===== src/rtl/update_chain_ctrl.sv =====
module update_chain_ctrl #(
  parameter int TICKS_PER_SEC = 32768,
  parameter int GUARD_TICKS   = 8,
  parameter int UPDATE_TICKS  = 65
) (
  input  logic       clk,
  input  logic       rst_n,
  input  logic [2:0] div_ctl,
  input  logic       set_hold,
  output logic       update_stb,
  output logic       uip,
  output logic       update_done
);
  localparam int CW = $clog2(TICKS_PER_SEC);
  localparam int WW = $clog2(UPDATE_TICKS + 1);
  localparam logic [CW-1:0] LAST_V  = CW'(TICKS_PER_SEC - 1);
  localparam logic [CW-1:0] HALF_V  = CW'(TICKS_PER_SEC / 2);
  localparam logic [CW-1:0] GUARD_V = CW'(TICKS_PER_SEC - 1 - GUARD_TICKS);
  localparam logic [WW-1:0] WIN_V   = WW'(UPDATE_TICKS);
  localparam logic [WW-1:0] ONE_W   = WW'(1);

  logic [CW-1:0] cnt;
  logic [WW-1:0] win;

  wire running  = (div_ctl == 3'b010);
  wire parked   = (div_ctl[2:1] == 2'b11);
  wire wrap     = running && (cnt == LAST_V);
  wire in_guard = running && (cnt >= GUARD_V);
  wire live     = running && !set_hold;

  always_ff @(posedge clk) begin
    if (!rst_n || parked)
      cnt <= HALF_V;
    else if (running)
      cnt <= wrap ? '0 : cnt + 1'b1;
  end

  always_ff @(posedge clk) begin
    if (!rst_n || !live)
      win <= '0;
    else if (wrap)
      win <= WIN_V;
    else if (win != '0)
      win <= win - ONE_W;
  end

  always_ff @(posedge clk) begin
    if (!rst_n) begin
      update_stb  <= 1'b0;
      uip         <= 1'b0;
      update_done <= 1'b0;
    end else begin
      update_stb  <= wrap && !set_hold;
      uip         <= live && (in_guard || win > ONE_W);
      update_done <= live && (win == ONE_W);
    end
  end
endmodule


===== config.mk =====
export PLATFORM = sky130hd
export DESIGN_NAME = update_chain_ctrl
export DESIGN_NICKNAME = d
export VERILOG_FILES = /design/src/rtl/update_chain_ctrl.sv
export SDC_FILE = /design/constraint.sdc
export NUM_CORES = 1
export LEC_CHECK = 0
export BUFFER_PORTS_ARGS = -buffer_cell sky130_fd_sc_hd__buf_2
export CORE_MARGIN = 4
export CORE_UTILIZATION = 45
export DETAILED_ROUTE_END_ITERATION = 10
export GPL_ROUTABILITY_DRIVEN = 0
export HOLD_SLACK_MARGIN = 0.15
export MAX_ROUTING_LAYER = met4
export PLACE_DENSITY = 0.68
export SYNTH_ARGS = -nofsm -noshare
export SYNTH_HDL_FRONTEND = slang
export SYNTH_SLANG_ARGS = --single-unit

===== constraint.sdc =====
create_clock -name clk -period 1.81 [get_ports clk]
set_input_delay 0.0905 -clock clk [delete_from_list [all_inputs] [get_ports clk]]
set_output_delay 0.0905 -clock clk [all_outputs]
set_load 0.01 [all_outputs]

==> impl_summary.txt <==
----------------------------------------------------
[Status]
  Outcome ... complete, no violations

[Place]
  Buffers on Ports ... 8
  Post-detail-place hpwl ... 1.709 mm

[Setup path]
  Startpoint type of the worst setup path ... register
  Data arrival, critical path ... 1.89 ns
  Slowest stage cell on the critical path ... sky130_fd_sc_hd__dfxtp_2
  Register-to-register path setup slack ... 0.14 ns
  Cells traversed along the worst timing path ... ha_1 > nand3_1 > nor4_4 > buf_4 > a31oi_1 > a41o_1
  Worst Path Class, Setup ... register to register
  Slowest Stage Delay on Critical Path ... 0.40 ns
  Critical path's top delay family ... simple AND/OR/NAND/NOR gates
  Required time reported for the critical path endpoint ... 2.03 ns
  Worst reg2reg path depth ... 6
  Capturing point of the worst reg2reg path ... cnt[12]
  Crit path max fanout ... 7
  Crit end category ... register
  Buffers plus inverters on the worst setup path ... 1
  Critical register-to-register path startpoint ... cnt[0]

[Global route]
  Global routing usage summed across all routing layers ... 14.50%
  First-pass GRT wire length ... 3.760 mm
  Initial antenna violation count ... 0
  Maximum number of pins on one net before global-route repair ... 14
  Via count of the first global-routing pass ... 855
  Total overflow reported by the global router ... 0

[Floorplanning]
  Die outline area ... 0.003547 sq mm
  Y dimension of the die ... 59.56 microns
  Top Ports ... 9
  Starting density of the core ... 47.85%
  Horizontal die dimension ... 59.56 microns
  Area of the placeable core ... 0.002500 sq mm
  Total number of placement rows ... 18

[Timing]
  Count of final hold-check violations ... 0
  Maximum clock frequency ... 599.8 MHz
  Relative slew margins ... 51.77%
  Worst setup skew after layout ... 0.002306 ns
  Tightest hold margin ... 0.1615 ns
  Transition time at the pin with the least slew margin ... 0.7219 ns
  Min cycle time layout ... 1.667 ns
  Setup repair after global routing missed its margin ... no
  Sum Neg Setup Slack ... 0 ns
  Post-route clock period utilization ... 92.11%
  Slew Viols, Final ... 0
  Number of failing setup endpoints in the final timing report ... 0

[Power]
  Leakage ... 0.4936 nW
  Peak VDD IR ... 0.3878 mV
  Ratio of total power to cell area ... 620.1 mW/mm^2
  Total chip power ... 0.8364 mW

[Synth]
  Average cell area after synthesis ... 8.926 sq um
  Number of enable-type register cells in the synthesized netlist ... 0
  Post-Syn Instances ... 134
  Proportion of register bits with asynchronous set or reset after synthesis ... 0%
  Most used DFF post-synth ... sky130_fd_sc_hd__dfxtp_1
  Number of synthesized register bits ... 25
  Number of synthesis warnings ... 0
  Seq/Total Area, Yosys ... 41.84%
  Synth Cell Area ... 0.001196 sq mm
  Post-Synthesis Net Count ... 143
  Number of distinct library cells after synthesis ... 34

[Worst hold path]
  Hold_sp ... div_ctl[1]
  Tightest Hold Check Type ... input port to register
  Worst-case hold path end point ... cnt[8]
  Cell count of the worst hold path ... 4

[Layout]
  Nets@finish ... 160
  Fraction of final layout cells sized beyond drive strength 1 ... 17.33%
  Final core utilization ... 53.95%
  Number of antenna cells inserted ... 0
  Filler Cell Count ... 228
  Signed area change from the synthesized netlist to the final layout ... 12.76%

[CTS]
  Clock tree root buffer cell ... sky130_fd_sc_hd__clkbuf_4
  TritonCTS clock tree ... yes
  Clk buf depth ... 2
  Total clock buffers created by CTS ... 3
  Htree depth ... 1
  Clock tree sinks ... 25
  Worst-Skew Late Latency ... 0.31 ns
  Clock transition at path regs ... 0.13 ns

[Routing]
  First drt pass iteration count ... 4
  Aggregate routed wire length ... 2.369 mm
  DRC Markers ... 0
  Routed vias/inst ... 5.728
  Initial DRC Count ... 58
  Drt wl/cell ... 13.16 microns
  Vias ... 1031
  Number of routed nets with antenna violations ... 0

[Job]
  Max-Cap Viols ... 0

----------------------------------------------------
## tightest hold or removal path: cells and delay by family
kind	cells	cell delay (ns)
simple gates	3	0.25
buf+inv	1	0.10
## per-stage QoR
| stage | instance area (sq um) | cells | setup WS [ns] |
|---|---|---|---|
| after global routing | 1349 | 180 | 0.03475 |
| after detailed placement | 1282 | 172 | 0.04113 |
| after global placement | 1282 | 172 | 0.1051 |
| after CTS | 1329 | 178 | 0.03514 |
| final | 1349 | 180 | 0.1427 |
| after floorplan | 1196 | 134 | 0.2893 |
## synthesized netlist by cell type (all sizes together) (3+ instances only)
library cell / instances / area share (%)
a21oi: 6 / 2.5
and4: 3 / 2.2
dfxtp: 25 / 42
ha: 3 / 3.1
nand2: 13 / 4.1
nand3: 10 / 4.6
nand4: 5 / 2.6
nor2: 16 / 5.0
nor3: 7 / 2.9
o21ai: 3 / 2.2
o31ai: 4 / 2.5
or2: 3 / 1.6
xnor2: 8 / 5.9
xor2: 6 / 4.4
## cells in the final DEF, fill, tap and decap left out
master | Yosys | final
sky130_fd_sc_hd__o31ai_1 | 4 | 4
sky130_fd_sc_hd__buf_2 | 2 | 8
sky130_fd_sc_hd__nand2_1 | 13 | 13
sky130_fd_sc_hd__or2_2 | 2 | 2
sky130_fd_sc_hd__o21ai_4 | 1 | 1
sky130_fd_sc_hd__and4_1 | 3 | 3
sky130_fd_sc_hd__or2_4 | 0 | 1
sky130_fd_sc_hd__and3_1 | 1 | 1
sky130_fd_sc_hd__xor2_1 | 6 | 6
sky130_fd_sc_hd__nor2_1 | 16 | 16
sky130_fd_sc_hd__o21ai_0 | 2 | 2
sky130_fd_sc_hd__nor4_4 | 1 | 1
sky130_fd_sc_hd__inv_1 | 2 | 2
sky130_fd_sc_hd__a21boi_1 | 1 | 1
sky130_fd_sc_hd__nand3b_1 | 1 | 1
sky130_fd_sc_hd__nor3b_2 | 2 | 2
sky130_fd_sc_hd__and2_1 | 1 | 1
sky130_fd_sc_hd__a31oi_1 | 2 | 2
sky130_fd_sc_hd__nand3_1 | 9 | 9
sky130_fd_sc_hd__o21ai_2 | 0 | 1
sky130_fd_sc_hd__or4_1 | 2 | 2
sky130_fd_sc_hd__a41o_1 | 1 | 1
sky130_fd_sc_hd__a211oi_1 | 1 | 1
sky130_fd_sc_hd__or3b_1 | 1 | 1
sky130_fd_sc_hd__clkbuf_1 | 1 | 1
sky130_fd_sc_hd__a21oi_1 | 6 | 6
sky130_fd_sc_hd__xnor2_1 | 8 | 8
sky130_fd_sc_hd__dfxtp_2 | 0 | 1
sky130_fd_sc_hd__dlygate4sd3_1 | 0 | 2
sky130_fd_sc_hd__nor3_1 | 7 | 7
sky130_fd_sc_hd__a21o_1 | 1 | 1
sky130_fd_sc_hd__dfxtp_1 | 25 | 24
sky130_fd_sc_hd__buf_4 | 0 | 4
sky130_fd_sc_hd__nand3_2 | 1 | 1
sky130_fd_sc_hd__o21bai_2 | 1 | 1
sky130_fd_sc_hd__ha_1 | 3 | 3
sky130_fd_sc_hd__clkbuf_4 | 0 | 3
sky130_fd_sc_hd__nor4_1 | 1 | 1
sky130_fd_sc_hd__nand4_1 | 5 | 5
## sequential cells by signal, summed over array words and instances, names as in the netlist
register     count
cnt             15
win              7
uip              1
update_done      1
update_stb       1
## repair_timing
item | CTS | global route
endpoints found under the setup margin | 0 | 15
buffers inserted | 0 | 1
gates resized for setup | 0 | 3
hold buffers | 2 | 0
hold endpoints to repair | 3 | 0
## layer usage
metal | routed length, microns | GRT usage, %
met1 | 1151 | 19.97
met2 | 1011 | 20.44
met3 | 177 | 2.832
met4 | 27 | 6.329
met5 | 0 | -
## power breakdown
part | internal, mW | leakage, nW | switching (mW)
registers | 0.551 | 0.202 | 0.00157
clock network | 0.0860 | 0.0150 | 0.159
logic | 0.0154 | 0.277 | 0.0232
## layout make-up
type	count	area, sq um	area share [%]
clock buffers	4	26.28	1.948
inverters	2	7.507	0.5566
multi-input cells	105	685.7	50.84
flip-flops and latches	25	501.7	37.20
well taps	30	37.54	2.783
repair buffers	14	90.09	6.679
## cells by family (layout without fill, tap and decap cells)
kind of cell               after synthesis  in the layout  share of synthesized area, %
and+or+nand+nor                         67             67                         31.07
AOI/OAI and AO/OA                       20             21                         11.93
adders and majority gates                3              3                         3.138
xor gates and xnor gates                14             14                         10.25
DFF                                     25             25                         41.84
buffers and inverters                    5             20                         1.778
## worst max path at each step
stage                 from      end  slack [ns]  depth (start not counted)
floorplan           cnt[0]  cnt[10]        0.29                          6
global placement    cnt[0]   cnt[4]        0.11                          5
detailed placement  cnt[0]   cnt[7]        0.04                          5
CTS                 cnt[0]   cnt[7]        0.04                          5
global route        cnt[0]  cnt[12]        0.03                          6
finish              cnt[0]  cnt[12]        0.14                          6
Power figures use the tool's default switching activity.
